===== config.mk =====
export PLATFORM = sky130hd
export DESIGN_NAME = i2cm_xmit
export DESIGN_NICKNAME = d
export VERILOG_FILES = /design/src/rtl/i2cm_pkg.sv /design/src/rtl/i2cm_qtick.sv /design/src/rtl/i2cm_busmon.sv /design/src/rtl/i2cm_xmit.sv
export SDC_FILE = /design/constraint.sdc
export NUM_CORES = 1
export LEC_CHECK = 0
export BUFFER_PORTS_ARGS = -buffer_cell sky130_fd_sc_hd__buf_4
export CORE_MARGIN = 3
export CORE_UTILIZATION = 55
export CTS_CLUSTER_DIAMETER = 150
export DETAILED_ROUTE_END_ITERATION = 16
export PLACE_DENSITY = 0.73
export REMOVE_ABC_BUFFERS = 1
export SKIP_LAST_GASP = 1
export SLEW_MARGIN = 20
export SYNTH_ARGS = -nofsm -noshare
export SYNTH_HDL_FRONTEND = slang
export SYNTH_SLANG_ARGS = --single-unit

===== constraint.sdc =====
create_clock -name clk -period 2.5 [get_ports clk]
set_clock_uncertainty 0.15 [all_clocks]
set_input_delay 0.375 -clock clk [delete_from_list [all_inputs] [get_ports clk]]
set_output_delay 0.375 -clock clk [all_outputs]
set_load 0.005 [all_outputs]

===== src/rtl/i2cm_pkg.sv =====
package i2cm_pkg;

    typedef enum logic [3:0] {
        S_IDLE     = 4'd0,
        S_WAITFREE = 4'd1,
        S_START    = 4'd2,
        S_HOLD     = 4'd3,
        S_SEND     = 4'd4,
        S_STOP     = 4'd5,
        S_LOST     = 4'd6,
        S_RXPARK   = 4'd7
    } fsm_e;

    localparam logic [7:0] ST_START  = 8'h08;
    localparam logic [7:0] ST_RSTART = 8'h10;
    localparam logic [7:0] ST_AACK   = 8'h18;
    localparam logic [7:0] ST_ANACK  = 8'h20;
    localparam logic [7:0] ST_DACK   = 8'h28;
    localparam logic [7:0] ST_DNACK  = 8'h30;
    localparam logic [7:0] ST_LOST   = 8'h38;
    localparam logic [7:0] ST_NONE   = 8'hF8;

    localparam int CB_ACK   = 0;
    localparam int CB_FLAG  = 1;
    localparam int CB_STOP  = 2;
    localparam int CB_START = 3;

    typedef struct packed {
        fsm_e       st;
        logic [1:0] ph;
        logic [3:0] bidx;
        logic [7:0] shreg;
        logic       is_addr;
        logic       rd_addr;
        logic       ackd;
        logic       rep;
        logic [7:0] code;
        logic [3:0] ctrl;
        logic [7:0] data;
        logic       scl_oe;
        logic       sda_oe;
        logic       rx;
    } xmit_t;

endpackage


===== src/rtl/i2cm_qtick.sv =====
module i2cm_qtick #(
    parameter int QDIV = 4
) (
    input  logic clk,
    input  logic rst_n,
    output logic tick_o
);
    localparam int CW = (QDIV > 1) ? $clog2(QDIV) : 1;
    localparam logic [CW-1:0] LAST = CW'(QDIV - 1);

    logic [CW-1:0] cnt_d, cnt_q;

    always_comb begin
        cnt_d = (cnt_q == LAST) ? '0 : cnt_q + 1'b1;
    end

    always_ff @(posedge clk or negedge rst_n) begin
        if (!rst_n) cnt_q <= '0;
        else        cnt_q <= cnt_d;
    end

    assign tick_o = (cnt_q == LAST);
endmodule


===== src/rtl/i2cm_busmon.sv =====
module i2cm_busmon #(
    parameter int IDLE_CYC = 16
) (
    input  logic clk,
    input  logic rst_n,
    input  logic scl_i,
    input  logic sda_i,
    output logic free_o
);
    localparam int CW = $clog2(IDLE_CYC + 1);
    localparam logic [CW-1:0] CMAX = CW'(IDLE_CYC);

    typedef struct packed {
        logic          pscl;
        logic          psda;
        logic          busy;
        logic [CW-1:0] cnt;
    } mon_t;

    mon_t d, q;
    logic start_seen, stop_seen;

    always_comb begin
        d = q;
        start_seen = q.pscl && scl_i && q.psda && !sda_i;
        stop_seen  = q.pscl && scl_i && !q.psda && sda_i;
        d.pscl = scl_i;
        d.psda = sda_i;
        if (start_seen) begin
            d.busy = 1'b1;
            d.cnt  = '0;
        end else if (stop_seen) begin
            d.busy = 1'b0;
            d.cnt  = '0;
        end else if (q.busy) begin
            d.cnt = '0;
        end else if (q.cnt != CMAX) begin
            d.cnt = q.cnt + 1'b1;
        end
    end

    always_ff @(posedge clk or negedge rst_n) begin
        if (!rst_n) q <= '{pscl: 1'b1, psda: 1'b1, busy: 1'b0, cnt: '0};
        else        q <= d;
    end

    assign free_o = !q.busy && (q.cnt == CMAX);
endmodule


===== src/rtl/i2cm_xmit.sv =====
module i2cm_xmit
    import i2cm_pkg::*;
#(
    parameter int QDIV = 4
) (
    input  logic       clk,
    input  logic       rst_n,
    input  logic       wr_en,
    input  logic       wr_addr,
    input  logic [7:0] wr_data,
    output logic [7:0] status_o,
    output logic [3:0] ctrl_o,
    output logic       irq_o,
    output logic       rx_mode_o,
    input  logic       scl_i,
    input  logic       sda_i,
    output logic       scl_oe_o,
    output logic       sda_oe_o
);
    localparam int IDLE_CYC = 4 * QDIV;

    logic tick, bus_free;
    xmit_t d, q;

    i2cm_qtick #(.QDIV(QDIV)) u_tick (
        .clk(clk), .rst_n(rst_n), .tick_o(tick)
    );

    i2cm_busmon #(.IDLE_CYC(IDLE_CYC)) u_mon (
        .clk(clk), .rst_n(rst_n), .scl_i(scl_i), .sda_i(sda_i), .free_o(bus_free)
    );

    always_comb begin
        d = q;
        // host register writes; flag may only be cleared
        if (wr_en) begin
            if (wr_addr) begin
                d.data = wr_data;
            end else begin
                d.ctrl[CB_START] = wr_data[CB_START];
                d.ctrl[CB_STOP]  = wr_data[CB_STOP];
                d.ctrl[CB_ACK]   = wr_data[CB_ACK];
                d.ctrl[CB_FLAG]  = q.ctrl[CB_FLAG] & wr_data[CB_FLAG];
            end
        end
        // hardware updates below take priority over a same-cycle write
        case (q.st)
            S_IDLE: begin
                d.scl_oe = 1'b0;
                d.sda_oe = 1'b0;
                if (q.ctrl[CB_START] && !q.ctrl[CB_FLAG]) d.st = S_WAITFREE;
            end
            S_WAITFREE: begin
                if (tick && bus_free) begin
                    d.st  = S_START;
                    d.ph  = 2'd0;
                    d.rep = 1'b0;
                end
            end
            S_START: begin
                if (tick) begin
                    d.ph = q.ph + 2'd1;
                    case (q.ph)
                        2'd0: d.sda_oe = 1'b0;
                        2'd1: if (q.rep) d.scl_oe = 1'b0; else d.sda_oe = 1'b1;
                        2'd2: if (q.rep) d.sda_oe = 1'b1;
                        default: begin
                            d.scl_oe        = 1'b1;
                            d.st            = S_HOLD;
                            d.code          = q.rep ? ST_RSTART : ST_START;
                            d.ctrl[CB_FLAG] = 1'b1;
                        end
                    endcase
                end
            end
            S_SEND: begin
                if (tick) begin
                    d.ph = q.ph + 2'd1;
                    case (q.ph)
                        2'd0: d.sda_oe = (q.bidx == 4'd8) ? 1'b0 : !q.shreg[7];
                        2'd1: d.scl_oe = 1'b0;
                        2'd2: begin
                            if (q.bidx == 4'd8) begin
                                d.ackd = !sda_i;
                            end else begin
                                d.shreg = {q.shreg[6:0], 1'b0};
                                if (q.shreg[7] && !sda_i) begin
                                    d.st            = S_LOST;
                                    d.scl_oe        = 1'b0;
                                    d.sda_oe        = 1'b0;
                                    d.code          = ST_LOST;
                                    d.ctrl[CB_FLAG] = 1'b1;
                                end
                            end
                        end
                        default: begin
                            d.scl_oe = 1'b1;
                            if (q.bidx != 4'd8) begin
                                d.bidx = q.bidx + 4'd1;
                            end else if (q.is_addr && q.rd_addr) begin
                                d.st = S_RXPARK;
                                d.rx = 1'b1;
                            end else begin
                                d.st            = S_HOLD;
                                d.ctrl[CB_FLAG] = 1'b1;
                                if (q.is_addr) d.code = q.ackd ? ST_AACK : ST_ANACK;
                                else           d.code = q.ackd ? ST_DACK : ST_DNACK;
                            end
                        end
                    endcase
                end
            end
            S_HOLD: begin
                if (tick && !q.ctrl[CB_FLAG]) begin
                    d.ph = 2'd0;
                    if (q.code == ST_START || q.code == ST_RSTART) begin
                        d.st      = S_SEND;
                        d.bidx    = 4'd0;
                        d.shreg   = q.data;
                        d.is_addr = 1'b1;
                        d.rd_addr = q.data[0];
                    end else if (q.ctrl[CB_STOP]) begin
                        d.st            = S_STOP;
                        d.ctrl[CB_STOP] = 1'b0;
                    end else if (q.ctrl[CB_START]) begin
                        d.st  = S_START;
                        d.rep = 1'b1;
                    end else begin
                        d.st      = S_SEND;
                        d.bidx    = 4'd0;
                        d.shreg   = q.data;
                        d.is_addr = 1'b0;
                        d.rd_addr = 1'b0;
                    end
                end
            end
            S_STOP: begin
                if (tick) begin
                    d.ph = q.ph + 2'd1;
                    case (q.ph)
                        2'd0: d.sda_oe = 1'b1;
                        2'd1: d.scl_oe = 1'b0;
                        2'd2: d.sda_oe = 1'b0;
                        default: d.st = q.ctrl[CB_START] ? S_WAITFREE : S_IDLE;
                    endcase
                end
            end
            S_LOST: begin
                d.scl_oe = 1'b0;
                d.sda_oe = 1'b0;
                if (!q.ctrl[CB_FLAG]) d.st = q.ctrl[CB_START] ? S_WAITFREE : S_IDLE;
            end
            S_RXPARK: begin
                if (tick && q.ctrl[CB_STOP]) begin
                    d.st            = S_STOP;
                    d.ph            = 2'd0;
                    d.rx            = 1'b0;
                    d.ctrl[CB_STOP] = 1'b0;
                end
            end
            default: d.st = S_IDLE;
        endcase
    end

    always_ff @(posedge clk or negedge rst_n) begin
        if (!rst_n) begin
            q      <= '0;
            q.st   <= S_IDLE;
            q.code <= ST_NONE;
        end else begin
            q <= d;
        end
    end

    assign irq_o     = q.ctrl[CB_FLAG];
    assign status_o  = q.ctrl[CB_FLAG] ? q.code : ST_NONE;
    assign ctrl_o    = q.ctrl;
    assign rx_mode_o = q.rx;
    assign scl_oe_o  = q.scl_oe;
    assign sda_oe_o  = q.sda_oe;
endmodule


==> results of run 1 <==
## worst reg2reg max path, cell delays in order (launching register included)
cell and delay [ps]:
dfrtp_1 440, inv_1 100, ha_1 450, inv_1 170
or3_1 450, nand2_1 110, a2111oi_2 50, mux2_4 320
## where the power goes
part           switching, mW  internal (mW)
Sequential             0.166          0.995
Combinational          0.776          0.636
Clock                  0.276          0.198
## synth_stat cells (2+ instances only)
master | count | area (um^2)
buf_2 | 7 | 35.03
a31oi_1 | 12 | 75.07
mux2i_1 | 9 | 90.09
buf_4 | 10 | 75.07
dfrtp_1 | 44 | 1101
ha_1 | 10 | 125.1
a2bb2oi_1 | 2 | 17.52
a311oi_1 | 2 | 17.52
nor2_1 | 19 | 71.32
mux2_4 | 2 | 30.03
a21oi_1 | 17 | 85.08
o2bb2ai_1 | 3 | 26.28
and3_1 | 2 | 12.51
nand2_1 | 22 | 82.58
dfstp_2 | 6 | 157.7
mux2_2 | 15 | 168.9
a41oi_1 | 2 | 17.52
a22oi_1 | 9 | 67.56
clkbuf_1 | 5 | 18.77
nand2b_1 | 8 | 50.05
xor2_1 | 3 | 26.28
nor3b_1 | 2 | 15.01
nand3b_1 | 4 | 30.03
xnor2_1 | 2 | 17.52
inv_1 | 15 | 56.30
a22o_1 | 2 | 17.52
nand3_1 | 10 | 50.05
or3_1 | 3 | 18.77
nor2b_1 | 6 | 37.54
a211oi_1 | 2 | 15.01
o21ai_0 | 15 | 75.07
nor3_1 | 8 | 40.04
and2_1 | 3 | 18.77
o22ai_1 | 3 | 18.77
o32ai_1 | 2 | 17.52
## through the flow
stage | setup slack, ps | total power [mW] | hold WS (ps) | util, %
6_report | 158.2 | 3.046 | 35.98 | 65.89
5_1_grt | 30.74 | 3.246 | 23.90 | 65.89
4_1_cts | 197.4 | 3.031 | 23.39 | 65.78
3_5_place_dp | 220.2 | 2.553 | 282.0 | 63.82
3_3_place_gp | 304.3 | 2.513 | 274.8 | 63.82
2_1_floorplan | 165.8 | 2.089 | -70.59 | -
## cells in the final DEF (no fill, tap or decap), drive strengths merged, types with 4 or more instances in the layout
cell type,instances
mux2,17
nor2b,6
nor3,8
nor2,19
nand2,22
nand2b,8
inv,15
o21ai,15
buf,37
a31oi,12
ha,10
a21oi,17
nand3,10
a22oi,9
dfstp,6
mux2i,9
nand3b,4
dfrtp,44
clkbuf,6
## worst paths after layout
kind,startpoint,end,slack [ps],cells past startpoint
setup / recovery,q[39],scl_oe_o,160,7
hold / removal,scl_i,u_mon.q[7],40,1
setup reg to reg,q[39],scl_oe_o,160,7
hold reg to reg,u_tick.cnt_q[0],u_tick.cnt_q[0],300,1
max in group asynchronous,rst_n,q[5],1300,2
min in group asynchronous,rst_n,q[43],470,2
## metal layers
metal	share of wire [%]	vias to the layer above	wire, um	GRT usage (%)
met4	2.0	0	134	7.692
met3	4.9	12	332	3.899
met2	48	78	3254	37.27
met1	45	1181	2988	30.55
met5	0	-	0	0
li1	-	1126	-	-
## cell type report
| class | instances | area (um^2) | area share (%) |
|---|---|---|---|
| clock buffers | 6 | 72.57 | 2.243 |
| clock inverters | 2 | 13.76 | 0.4254 |
| inverters | 15 | 56.30 | 1.740 |
| multi-input cells | 215 | 1463 | 45.20 |
| flip-flops and latches | 50 | 1259 | 38.90 |
| well taps | 67 | 83.83 | 2.591 |
| repair buffers | 38 | 287.8 | 8.894 |
## sequential cells by signal (all words and copies together) (netlist names)
signal	cells
q	33
sda_oe_o	1
u_tick.cnt_q	2
scl_oe_o	1
u_mon.q	8
ctrl_o	4
rx_mode_o	1
## kinds of logic (layout without fill, tap and decap cells)
kind of cell,count (synthesis),in the layout,share of synthesized area (%)
and+or+nand+nor,92,92,16.21
other,1,3,0.1296
xor gates and xnor gates,5,5,1.513
buffers and inverters,37,61,6.398
adders and majority gates,10,10,4.323
AOI/OAI and AO/OA,79,79,17.94
DFF,50,50,43.49
muxes,26,26,9.987
## timing repair
item / in CTS / in global routing
endpoints found under the setup margin: 0 / 1
buffers inserted: 0 / 0
endpoints found under the hold margin: 44 / 0
gates resized for setup: 0 / 1
hold buffers: 1 / 0
==> flow_summary.ini, run 1 <==
[setup_path]
critPathTopFamily = simple AND/OR/NAND/NOR gates
critPathBufInv = 2
crit_required_ps = 2550
max_stage_delay_ps = 450
startpoint_type = flip-flop
crit_type = flip-flop to flip-flop
critPathCaptureType = flip-flop
crit_fanout = 13
arrival_ps = 2390
cp_slowest_cell = ha_1
path_cells = inv_1 -> ha_1 -> inv_1 -> or3_1 -> nand2_1 -> a2111oi_2 -> mux2_4
crit_path_frequent_cell = inv_1

[floorplanning]
std_cell_rows = 25
pin_count = 30
die_w_um = 78.54
die_h_um = 78.54
die_area_um2 = 6169
start_util_pct = 58.93
core_area_um2 = 4911

[final_layout]
n_antenna_cell = 0
syn_to_final_growth_pct = 11.80
drive_above_1_share_pct = 21.17
nNetsFinal = 349
finalInstanceArea_um2 = 3236
fill_cells = 428
layout.cells.non_filler = 393

[clock_tree]
numCtsBuffers = 5
cts_buffer_depth = 2
clk_pin_slew_ps = 100
h-tree-depth = 2
clk_latency_ps = 310
clock_sink_count = 50
cts-root-buf = clkbuf_8
cts_tree = yes

[grt]
grt_pass1_vias = 2333
grt-ovfl-total = 0
grt.total_usage_pct = 22.78
antenna_found_initial = 0
grt_max_degree = 51
grt_pass1_wl_um = 11070

[drt]
vias = 2397
firstDrtPassIters = 6
wl_um = 6710
final_antenna_net_count = 0
drc = 0
drt-initial-drc-count = 185
routed_via_density = 6.099
wl_per_cell_um = 17.07

[run_status]
outcome = finished clean

[placement]
placed_cell_area_um2 = 3134
dpl.cell_count = 384
dp_hpwl_um = 4925
port_buffers = 26
place_congestion = 0.8943

[sta]
finalCritPeriodShare_pct = 93.67
rsz0062_at_grt = no
finalSetupViolations = 0
fmax_mhz = 427.0
hold_violations = 0
finalCriticalPeriod_ps = 2342
max_slew_margin_pct = 48.16
worstMarginPinSlew_ps = 769.4
drv_slew = 0
fin_tns_setup_ps = 0

[logic_synthesis]
yosysSeqAreaShare_pct = 43.49
postSynthCellCount = 300
ys_warn_count = 0
synth_top_flop_cell = dfrtp_1
async_flop_share_pct = 100.0
ys_seq_elements = 50
synth_edf_count = 0
synth_area_um2 = 2894
ys_types = 49
syn_avg_cell_area_um2 = 9.647

[power_and_ir_drop]
p_leak_nw = 1.404
ir_drop_v = 0.0007027
power_density_nw_per_um2 = 941.5

[worst_hold_path]
hold_class = input port to flip-flop

[flow_run]
max_cap_violations = 0
(Power assumes the default switching activity.)
==> run 2, diff against run 1 <==
--- a/config.mk
+++ b/config.mk
@@ -16,4 +16,5 @@
 export SLEW_MARGIN = 20
 export SYNTH_ARGS = -nofsm -noshare
 export SYNTH_HDL_FRONTEND = slang
+export SYNTH_HIERARCHICAL = 1
 export SYNTH_SLANG_ARGS = --single-unit
==> run 2 against run 1 <==
  * Cell count rose by 0.51%
  * Count of clock-buffer cells in the layout stayed put
  * Routed wire length decreased by 9.6%
  * Highest routed layer unchanged
==> flow_summary.ini, run 2 <==
[run_status]
outcome = finished clean

[grt]
grt_pass1_wl_um = 10490
antenna_found_initial = 0
grt-ovfl-total = 0
grt_pass1_vias = 2197
grt.total_usage_pct = 21.35
grt_max_degree = 51

[logic_synthesis]
ys_warn_count = 6
async_flop_share_pct = 100.0
ys_seq_elements = 50
synth_area_um2 = 2942
synth_common_cells = 44 x dfrtp_1, 32 x nand2_1, 21 x mux2_2
ys_types = 60
synth_edf_count = 0
synth_top_flop_cell = dfrtp_1
synth.most_common_cell = dfrtp_1
postSynthCellCount = 298
syn_avg_cell_area_um2 = 9.871
synthTopCellsByArea = dfrtp_1 37%, mux2_2 8.0%, dfstp_2 5.4%, ha_1 4.3%, nand2_1 4.1%
synth_top_area_cell = dfrtp_1
yosysSeqAreaShare_pct = 42.79
synth_top_area_share_pct = 37.43

[power_and_ir_drop]
power_density_nw_per_um2 = 771.0
internal-power_mw = 1.632
p_leak_nw = 1.491
netSwitchingFraction_pct = 36.20
p_comb_share_pct = 37.0
power_mw = 2.558
ir_drop_v = 0.0004299
seqPwrFrac_pct = 43.9
switching_power_mw = 0.9260
clkPwrFrac_pct = 19.1

[drt]
wl_per_cell_um = 15.36
wl_um = 6067
firstDrtPassIters = 4
drc = 0
routed_via_density = 5.866
vias = 2317
final_antenna_net_count = 0
drt-initial-drc-count = 192

[setup_path]
crit_type = flip-flop to flip-flop
crit_required_ps = 2530
arrival_ps = 2320
critPathCaptureType = flip-flop
crit_fanout = 15
startpoint_type = flip-flop

[sta]
fin_tns_setup_ps = 0
finalCriticalPeriod_ps = 2284
setup_slack_ps = 216.2
drv_slew = 0
fmax_mhz = 437.9
worstMarginPinSlew_ps = 628.9
hold_violations = 0
max_slew_margin_pct = 58.07
finalSetupViolations = 0
finalCritPeriodShare_pct = 91.35
rsz0062_at_grt = no

[final_layout]
nNetsFinal = 351
finalInstanceArea_um2 = 3318
final_common_cell = dfrtp_1
final_util_pct = 67.14
drive_above_1_share_pct = 25.00
largest_reg_flops = 33
mostFrequentLayoutCells = 44 x dfrtp_1, 38 x buf_4, 32 x nand2_1
n_antenna_cell = 0
syn_to_final_growth_pct = 12.80
regMostFlops = q

[placement]
dp_hpwl_um = 4446
place_congestion = 0.9054
port_buffers = 26
pre_cts_ws_ps = 160.5
placed_cell_area_um2 = 3208

[clock_tree]
clock_sink_count = 50
numCtsBuffers = 5
h-tree-depth = 2
cts_tree = yes
clk_pin_slew_ps = 100
cts_buffer_depth = 2
postCtsSetupBuffers = 0
cts-root-buf = clkbuf_8
clk_latency_ps = 300

[worst_hold_path]
hold_class = input port to flip-flop

[floorplanning]
std_cell_rows = 25
core_area_um2 = 4942
die_w_um = 79.13
start_util_pct = 59.52
die_area_um2 = 6262
pin_count = 30
die_h_um = 79.13

[flow_run]
max_cap_violations = 0
run 2: cell types whose count changed in the layout (fill, tap and decap cells not counted), sizes merged, moves of 4 or more:
cell,previous run,this run
a31oi,12,5
mux2,17,21
nand2,22,32
a22oi,9,0
nor2,19,15
a21oi,17,13
a22o,2,9
run 2: area by class of cell:
class                           instances  area (um^2)
Clock inverter                          2        12.51
Sequential cell                        50         1259
Clock buffer                            6        82.58
Multi-Input combinational cell        218         1536
Fill cell                             418         1624
Timing Repair Buffer                   39        295.3
Inverter                               13        48.80
Tap cell                               67        83.83
run 2: final timing paths:
path	end	cells after the start	startpoint	slack, ps
setup / recovery	q[30]	5	q[41]	220
hold / removal	u_mon/q[7]	1	scl_i	50
setup reg to reg	q[30]	5	q[41]	220
hold reg to reg	u_tick/cnt_q[0]	1	u_tick/cnt_q[0]	280
max in group asynchronous	q[34]	2	rst_n	1290
min in group asynchronous	q[36]	2	rst_n	490
run 2: worst max-delay path: stages, from the launching register on:
cell and delay [ps]:
dfrtp_1 570, nor2_1 280, nand2_1 220, o22a_1 330, o21ai_2 220, mux2_2 390
run 2: power by group through the flow:
stage	registers [mW]	logic, mW	clock network (mW)
final	1.12	0.947	0.489
after global routing	1.15	1.06	0.541
after CTS	1.12	0.943	0.509
after detailed placement	1.14	0.936	0
after global placement	1.13	0.912	0
after floorplan	1.10	0.637	0
run 2: stage by stage:
step	cells	hold WS, ps
final	395	49.72
after global routing	395	30.01
after CTS	395	37.77
after detailed placement	386	266.1
after global placement	386	262.8
after floorplan	281	-70.59
run 2: cells by family after synthesis:
kind of cell             after synthesis  synth area share (%)
AND/OR/NAND/NOR                      100                 17.82
AO/OA/AOI/OAI                         71                 17.36
flip-flops                            50                 42.79
buffers and inverters                 32                 5.402
multiplexers                          29                 10.76
adder cells (fa/ha/maj)               10                 4.254
XOR/XNOR                               5                 1.489
other                                  1                0.1275
run 2: what timing repair did:
action	CTS	global route
hold buffers	1	0
endpoints found under the hold margin	44	0
gates resized for setup	0	1
endpoints found under the setup margin	0	2
run 2: metal layers:
metal  track usage [%]  vias to the layer above  wire length, um
li1                  -                     1125                -
met1             28.91                     1106             2709
met2             35.02                       80             2901
met3             3.515                        6              376
met4             6.701                        0               80
met5                 0                        -                0
